### src/rtl/lsr_pkg.sv
package lsr_pkg;

   // sticky flag slots in the top's flag vector
   localparam int FLG_OE  = 0;
   localparam int FLG_PE  = 1;
   localparam int FLG_FE  = 2;
   localparam int FLG_BI  = 3;
   localparam int FLG_NUM = 4;

   // longest frame: start + 8 data + parity + 2 stop
   localparam int MAX_FRAME_BITS = 12;

   // bits in one frame for the given settings
   function automatic logic [4:0] frame_bits(input logic [1:0] wl,
                                             input logic       par,
                                             input logic       stop2);
      return 5'd7 + {3'b000, wl} + {4'b0000, par} + {4'b0000, stop2};
   endfunction

endpackage

### src/rtl/lsr_rx_queue.sv
module lsr_rx_queue #(
   parameter int DATA_W = 8,
   parameter int DEPTH  = 16,
   localparam int CNT_W = $clog2(DEPTH + 1),
   localparam int PTR_W = $clog2(DEPTH)
) (
   input  logic              clk,
   input  logic              rst_n,
   input  logic              single_mode,
   input  logic              push,
   input  logic [DATA_W-1:0] push_data,
   input  logic              push_fe,
   input  logic              push_pe,
   input  logic              pop_req,
   output logic [CNT_W-1:0]  count,
   output logic [DATA_W-1:0] head_data,
   output logic              head_fe,
   output logic              head_pe,
   output logic              head_new,
   output logic              ovr_evt
);

   localparam int ENT_W = DATA_W + 2;

   logic [ENT_W-1:0] mem [DEPTH];
   logic [PTR_W-1:0] rd_ptr, wr_ptr, rd_inc, wr_inc;
   logic [CNT_W-1:0] count_nxt;
   logic             cap_full, host_pop, drop_old, do_pop, do_push;

   generate
      if ((DEPTH & (DEPTH - 1)) == 0) begin : g_pow2_wrap
         assign rd_inc = rd_ptr + PTR_W'(1);
         assign wr_inc = wr_ptr + PTR_W'(1);
      end else begin : g_cmp_wrap
         assign rd_inc = (rd_ptr == PTR_W'(DEPTH - 1)) ? '0 : rd_ptr + PTR_W'(1);
         assign wr_inc = (wr_ptr == PTR_W'(DEPTH - 1)) ? '0 : wr_ptr + PTR_W'(1);
      end
   endgenerate

   always_comb begin
      cap_full = single_mode ? (count != '0) : (count == CNT_W'(DEPTH));
      host_pop = pop_req && (count != '0);
      // single buffer: an unread character is replaced by the newcomer
      drop_old = single_mode && push && cap_full && !host_pop;
      do_pop   = host_pop || drop_old;
      do_push  = push && (!cap_full || do_pop);
      ovr_evt  = push && cap_full && !host_pop;
      unique case ({do_push, do_pop})
         2'b10:   count_nxt = count + CNT_W'(1);
         2'b01:   count_nxt = count - CNT_W'(1);
         default: count_nxt = count;
      endcase
   end

   always_ff @(posedge clk) begin
      if (do_push) mem[wr_ptr] <= {push_fe, push_pe, push_data};
   end

   always_ff @(posedge clk or negedge rst_n) begin
      if (!rst_n) begin
         rd_ptr   <= '0;
         wr_ptr   <= '0;
         count    <= '0;
         head_new <= 1'b0;
      end else begin
         if (do_pop)  rd_ptr <= rd_inc;
         if (do_push) wr_ptr <= wr_inc;
         count    <= count_nxt;
         head_new <= (count_nxt != '0) && ((count == '0) || do_pop);
      end
   end

   assign head_data = mem[rd_ptr][DATA_W-1:0];
   assign head_pe   = mem[rd_ptr][DATA_W];
   assign head_fe   = mem[rd_ptr][DATA_W+1];

endmodule

### src/rtl/lsr_break_watch.sv
module lsr_break_watch #(
   parameter int CNT_W = 6
) (
   input  logic       clk,
   input  logic       rst_n,
   input  logic       rx_line,
   input  logic       bit_tick,
   input  logic [1:0] word_len,
   input  logic       parity_en,
   input  logic       stop_two,
   output logic       brk_evt
);
   import lsr_pkg::*;

   logic [4:0]       fbits;
   logic [CNT_W-1:0] thr, low_cnt;

   always_comb begin
      fbits   = frame_bits(word_len, parity_en, stop_two);
      thr     = CNT_W'({fbits, 1'b0}) + CNT_W'(3);
      brk_evt = !rx_line && bit_tick && (low_cnt == thr);
   end

   // counts ticks of one low period, stops one past the threshold
   always_ff @(posedge clk or negedge rst_n) begin
      if (!rst_n)                          low_cnt <= '0;
      else if (rx_line)                    low_cnt <= '0;
      else if (bit_tick && low_cnt <= thr) low_cnt <= low_cnt + CNT_W'(1);
   end

endmodule

### src/rtl/lsr_tx_track.sv
module lsr_tx_track #(
   parameter int DEPTH = 16,
   localparam int CNT_W = $clog2(DEPTH + 1)
) (
   input  logic clk,
   input  logic rst_n,
   input  logic single_mode,
   input  logic host_wr,
   input  logic take,
   output logic empty
);

   logic [CNT_W-1:0] count, cap;
   logic             wr_ok, take_ok;

   always_comb begin
      cap     = single_mode ? CNT_W'(1) : CNT_W'(DEPTH);
      take_ok = take && (count != '0);
      wr_ok   = host_wr && ((count < cap) || take_ok);
      empty   = (count == '0);
   end

   always_ff @(posedge clk or negedge rst_n) begin
      if (!rst_n) count <= '0;
      else begin
         unique case ({wr_ok, take_ok})
            2'b10:   count <= count + CNT_W'(1);
            2'b01:   count <= count - CNT_W'(1);
            default: count <= count;
         endcase
      end
   end

endmodule

### src/rtl/lsr_sticky_flag.sv
module lsr_sticky_flag (
   input  logic clk,
   input  logic rst_n,
   input  logic set,
   input  logic clr,
   output logic q
);

   // a set in the same cycle as a clear wins
   always_ff @(posedge clk or negedge rst_n) begin
      if (!rst_n)   q <= 1'b0;
      else if (set) q <= 1'b1;
      else if (clr) q <= 1'b0;
   end

endmodule

### src/rtl/serial_line_status.sv
module serial_line_status #(
   parameter int DATA_W    = 8,
   parameter int RX_DEPTH  = 16,
   parameter int TX_DEPTH  = 16,
   parameter int TRIG_LVL0 = 1,
   parameter int TRIG_LVL1 = 4,
   parameter int TRIG_LVL2 = 8,
   parameter int TRIG_LVL3 = 14,
   parameter int BRK_CNT_W = 6
) (
   input  logic              clk,
   input  logic              rst_n,
   input  logic              fifo_mode,
   input  logic [1:0]        rx_trig,
   input  logic [1:0]        word_len,
   input  logic              parity_en,
   input  logic              stop_two,
   input  logic              rx_char_valid,
   input  logic [DATA_W-1:0] rx_char_data,
   input  logic              rx_char_ferr,
   input  logic              rx_char_perr,
   input  logic              rx_line,
   input  logic              bit_tick,
   input  logic              host_rx_rd,
   input  logic              host_lsr_rd,
   input  logic              host_tx_wr,
   input  logic              tx_char_taken,
   input  logic              thre_irq_en,
   output logic [DATA_W-1:0] rx_head_data,
   output logic              st_dr,
   output logic              st_oe,
   output logic              st_pe,
   output logic              st_fe,
   output logic              st_bi,
   output logic              st_thre,
   output logic              thre_irq
);
   import lsr_pkg::*;

   localparam int RXC_W = $clog2(RX_DEPTH + 1);

   // elaboration-time parameter checks
   generate
      if (RX_DEPTH < 2)       begin : g_bad_rxd  $error("RX_DEPTH must be at least 2"); end
      if (TX_DEPTH < 1)       begin : g_bad_txd  $error("TX_DEPTH must be at least 1"); end
      if (DATA_W < 5)         begin : g_bad_dw   $error("DATA_W must be at least 5"); end
      if (TRIG_LVL0 < 1 || TRIG_LVL0 > RX_DEPTH ||
          TRIG_LVL1 < 1 || TRIG_LVL1 > RX_DEPTH ||
          TRIG_LVL2 < 1 || TRIG_LVL2 > RX_DEPTH ||
          TRIG_LVL3 < 1 || TRIG_LVL3 > RX_DEPTH)
                              begin : g_bad_trig $error("trigger levels must lie in 1..RX_DEPTH"); end
      if ((1 << BRK_CNT_W) <= 2 * MAX_FRAME_BITS + 4)
                              begin : g_bad_brk  $error("BRK_CNT_W too narrow for the break threshold"); end
   endgenerate

   logic [RXC_W-1:0]   rx_count, dr_lvl;
   logic               head_fe, head_pe, head_new, ovr_evt, brk_evt, tx_empty;
   logic [FLG_NUM-1:0] flag_set, flag_q;

   lsr_rx_queue #(.DATA_W(DATA_W), .DEPTH(RX_DEPTH)) u_rxq (
      .clk        (clk),
      .rst_n      (rst_n),
      .single_mode(!fifo_mode),
      .push       (rx_char_valid),
      .push_data  (rx_char_data),
      .push_fe    (rx_char_ferr),
      .push_pe    (rx_char_perr),
      .pop_req    (host_rx_rd),
      .count      (rx_count),
      .head_data  (rx_head_data),
      .head_fe    (head_fe),
      .head_pe    (head_pe),
      .head_new   (head_new),
      .ovr_evt    (ovr_evt)
   );

   lsr_break_watch #(.CNT_W(BRK_CNT_W)) u_brk (
      .clk      (clk),
      .rst_n    (rst_n),
      .rx_line  (rx_line),
      .bit_tick (bit_tick),
      .word_len (word_len),
      .parity_en(parity_en),
      .stop_two (stop_two),
      .brk_evt  (brk_evt)
   );

   lsr_tx_track #(.DEPTH(TX_DEPTH)) u_tx (
      .clk        (clk),
      .rst_n      (rst_n),
      .single_mode(!fifo_mode),
      .host_wr    (host_tx_wr),
      .take       (tx_char_taken),
      .empty      (tx_empty)
   );

   always_comb begin
      flag_set         = '0;
      flag_set[FLG_OE] = ovr_evt;
      flag_set[FLG_PE] = head_new && head_pe;
      flag_set[FLG_FE] = head_new && head_fe;
      flag_set[FLG_BI] = brk_evt;
   end

   generate
      for (genvar gi = 0; gi < FLG_NUM; gi++) begin : g_flag
         lsr_sticky_flag u_flag (
            .clk  (clk),
            .rst_n(rst_n),
            .set  (flag_set[gi]),
            .clr  (host_lsr_rd),
            .q    (flag_q[gi])
         );
      end
   endgenerate

   always_comb begin
      if (!fifo_mode) dr_lvl = RXC_W'(1);
      else begin
         unique case (rx_trig)
            2'd0:    dr_lvl = RXC_W'(TRIG_LVL0);
            2'd1:    dr_lvl = RXC_W'(TRIG_LVL1);
            2'd2:    dr_lvl = RXC_W'(TRIG_LVL2);
            default: dr_lvl = RXC_W'(TRIG_LVL3);
         endcase
      end
   end

   assign st_dr    = (rx_count >= dr_lvl);
   assign st_oe    = flag_q[FLG_OE];
   assign st_pe    = flag_q[FLG_PE];
   assign st_fe    = flag_q[FLG_FE];
   assign st_bi    = flag_q[FLG_BI];
   assign st_thre  = tx_empty;
   assign thre_irq = tx_empty && thre_irq_en;

endmodule

### config.mk
export PLATFORM = sky130hd
export DESIGN_NAME = serial_line_status
export DESIGN_NICKNAME = d
export VERILOG_FILES = /design/src/rtl/lsr_pkg.sv /design/src/rtl/lsr_rx_queue.sv /design/src/rtl/lsr_break_watch.sv /design/src/rtl/lsr_tx_track.sv /design/src/rtl/lsr_sticky_flag.sv /design/src/rtl/serial_line_status.sv
export SDC_FILE = /design/constraint.sdc
export NUM_CORES = 1
export LEC_CHECK = 0
export ABC_AREA = 1
export BUFFER_PORTS_ARGS = -buffer_cell sky130_fd_sc_hd__buf_2
export CAP_MARGIN = 20
export CORE_ASPECT_RATIO = 1.25
export CORE_MARGIN = 3
export CORE_UTILIZATION = 50
export DETAILED_ROUTE_END_ITERATION = 10
export GPL_ROUTABILITY_DRIVEN = 0
export PLACE_DENSITY = 0.67
export SLEW_MARGIN = 20
export SYNTH_ARGS = -nofsm -noshare
export SYNTH_HDL_FRONTEND = slang
export SYNTH_SLANG_ARGS = --single-unit
### constraint.sdc
create_clock -name clk -period 8.15 [get_ports clk]
set_clock_uncertainty 0.2 [all_clocks]
set_input_delay 2.445 -clock clk [delete_from_list [all_inputs] [get_ports clk]]
set_output_delay 2.445 -clock clk [all_outputs]
set_load 0.02 [all_outputs]
==> metrics <==
max_slew headroom=0.422; ys async rst share=0.153; core area=16,400 sq um; Synth-to-Final Area Change=12.2%; delay-heaviest family, CP=compound AO/OA/AOI/OAI gates; reg2reg end=u_rxq.head_new$_DFF_PN0_; Seq/Total Area, Yosys=0.654; post_cts resized=0; CP arrival=between 3 and 4 ns; WHS Endpoint=g_flag[0].u_flag.q$_DFFE_PN0P_; largest vdd supply drop=roughly 0.2 mV; global-route wire length before repair=approximately 29 mm; startpoint types=input pin; Rows=52; crit-path cells=buf_2 > o21ai_0 > ha_1 > inv_1 > a21boi_0 > o21a_1 > o21ai_0 > nand2_1 > buf_2; CTS Buf Count=17; DP Cell Count=roughly 990; leakage=~3.6 nW; worst slew pin tran=~0.87 ns; wire length per cell=approximately 18 microns; initial antenna violation count=0; Slowest-stage cell, CP=ha_1; synthesized cell area=8450 sq um; Die Y=about 150 microns; clock-pin slew on the worst setup and hold paths=~0.060 ns; Critical Path Fanout Max=3; period utilisation layout=0.774; clk_lat worst skew=0.43 ns; Max clock buf depth=2; Detailed Place HPWL=about 11 mm; Crit path required time=5.51 ns; post-synthesis cell count=750; final WL=between 15 and 20 mm; kind of critical path=in2out; DRC=0; first drt pass iteration count=5; PortBufs=41; via count=approximately 5,800; fillers=roughly 1,400; met3 Track Usage GR=0.0396; RSZ-0062 raised after global routing=no; status=finished clean; internal reg-to-reg setup slack=about 4.7 ns; vias per inst=5.62; crit path buf inv count=3; # Post-CTS Setup Buffers=0; # hold bufs at CTS=0; Die X=~120 microns; launching point of the worst reg2reg path=u_rxq.count[2]$_DFF_PN0_; Hold Path Class=reg2reg; grt ovf=0; Final Critical Period=between 6 and 7 ns; CTS sink count=between 150 and 200; pwr/cell area=between 300 and 400 nW/um^2; root buffer cell=clkbuf_16; CTS H-tree lvls=4; ys flop type=edfxtp_1; syn_nets=between 800 and 900; Worst setup EP type=primary output; MaxCap Viol Count=0; distinct cell type count after synthesis=32; vias in the first global route=around 5,700; most frequent cells in the layout=160 x edfxtp_1, 121 x nor2_1, 100 x nand2_1; post-route ant nets=0; Worst Hold Path Cells=2; die area=around 19,000 sq um; Avg Cell Area, Syn=roughly 11 sq um; max-slew violation count=0; FF-to-FF path depth=20; EDFF count, synth=160; Final setup viols=0; GRT Util Overall=0.208; Starting Density=0.515; Final Hold Fails=0; Setup Total Neg Slack=0 ns; Iteration-0 DRC Markers=a little over 600; TritonCTS clock tree=yes; routing usage on met1=0.257; post-route insts no fill=~1,000; pin count of the biggest net entering global routing=between 80 and 90; crit-path max cell delay=approximately 0.26 ns; most used routing layer=met2; hold_sp=g_flag[0].u_flag.q$_DFFE_PN0P_; GR Layer Usage met2=0.360; diode count=0; number of cells on the critical path=9; #FFs+latches synth=between 150 and 200; commonest non-fill, non-tap cell in the layout=edfxtp_1; Synth warnings=0; FMAX=0.159 GHz; layout cell share with drive strength beyond 1=0.131; Layout Nets=roughly 850; num ports=42
==> stage by stage <==
step / area (sq um) / power [mW] / utilization / hold WS [ns] / setup WS [ns]
floorplan: 8450 / 2.07 / - / 0.271 / 2.14
global placement: 8890 / 2.36 / 0.542 / 0.275 / 1.92
detailed placement: 8910 / 2.41 / 0.543 / 0.276 / 1.85
CTS: 9480 / 3.19 / 0.578 / 0.301 / 1.84
global route: 9480 / 3.37 / 0.578 / 0.324 / 1.70
finish: 9480 / 3.17 / 0.578 / 0.296 / 1.84
==> worst reg2reg max path: stages (launching register included) <==
cell and delay, ns:
dfrtp_1 0.46, inv_2 0.09, nand4_1 0.13, or2_4 0.26, nand2_2 0.09, nand2_1 0.06
inv_2 0.07, nand2_4 0.07, nand2_4 0.22, ha_1 0.34, inv_1 0.12, nand2_1 0.07
nand2_1 0.07, ha_1 0.27, nand2_1 0.06, o21ai_0 0.10, or2_2 0.28, nor2_1 0.12
nand3_1 0.09, nor2_1 0.12, nor2_1 0.05
==> how the worst max path moves through the flow <==
stage	from	end	slack, ns
after floorplan	rx_trig[1]	st_dr	2.14
after global placement	rx_trig[1]	st_dr	1.92
after detailed placement	rx_trig[1]	st_dr	1.85
after CTS	rx_trig[1]	st_dr	1.84
after global routing	rx_trig[1]	st_dr	1.70
final	rx_trig[1]	st_dr	1.84
==> cells in the mapped netlist, types with 3 or more instances <==
cell type | number | share of area
nand4_1 | 5 | 0.0037
o22ai_1 | 8 | 0.0059
buf_4 | 4 | 0.0036
xnor2_1 | 4 | 0.0041
a21oi_1 | 5 | 0.0030
o211ai_1 | 12 | 0.011
inv_2 | 6 | 0.0027
o221ai_1 | 25 | 0.026
nand3b_1 | 3 | 0.0027
xor2_1 | 13 | 0.013
ha_1 | 25 | 0.037
nor2_1 | 124 | 0.055
edfxtp_1 | 160 | 0.57
inv_1 | 43 | 0.019
nand3_1 | 41 | 0.024
o21ai_0 | 97 | 0.057
dfrtp_1 | 29 | 0.086
nand2_2 | 4 | 0.0030
nand2_1 | 100 | 0.044
clkbuf_1 | 22 | 0.0098
buf_2 | 7 | 0.0041
==> area by class of cell <==
| type | instances | area (sq um) | area share |
|---|---|---|---|
| Clock buffer | 18 | 429 | 0.0453 |
| Timing Repair Buffer | 59 | 348 | 0.0367 |
| Clock inverter | 14 | 135 | 0.0143 |
| Tap cell | 216 | 270 | 0.0285 |
| Inverter | 50 | 188 | 0.0198 |
| Multi-Input combinational cell | 477 | 2580 | 0.272 |
| Sequential cell | 189 | 5530 | 0.583 |
==> registers in the layout (all words and copies together), names as in the netlist <==
signal,cells
u_tx.count,5
u_rxq.rd_ptr,4
u_rxq.wr_ptr,4
u_rxq.mem,160
g_flag.u_flag.q,4
u_rxq.count,5
u_rxq.head_new,1
u_brk.low_cnt,6
==> power breakdown <==
part	internal, mW	switching, mW
registers	1.17	0.0783
logic	0.364	0.778
clock network	0.428	0.360
total	1.96	1.22
==> per-layer routing <==
metal  vias to the layer above  share of wire
li1                       2740              -
met1                      2788           0.41
met2                       203           0.51
met3                        21          0.057
met4                         0          0.016
met5                         -              0
==> logic make-up after synthesis <==
| group | Yosys count | synth area share |
|---|---|---|
| flip-flops | 189 | 0.654 |
| AO/OA/AOI/OAI | 152 | 0.107 |
| AND/OR/NAND/NOR | 281 | 0.138 |
| adder cells (fa/ha/maj) | 27 | 0.0417 |
| buffers and inverters | 84 | 0.0414 |
| XOR/XNOR | 17 | 0.0176 |
Power figures use the tool's default switching activity.
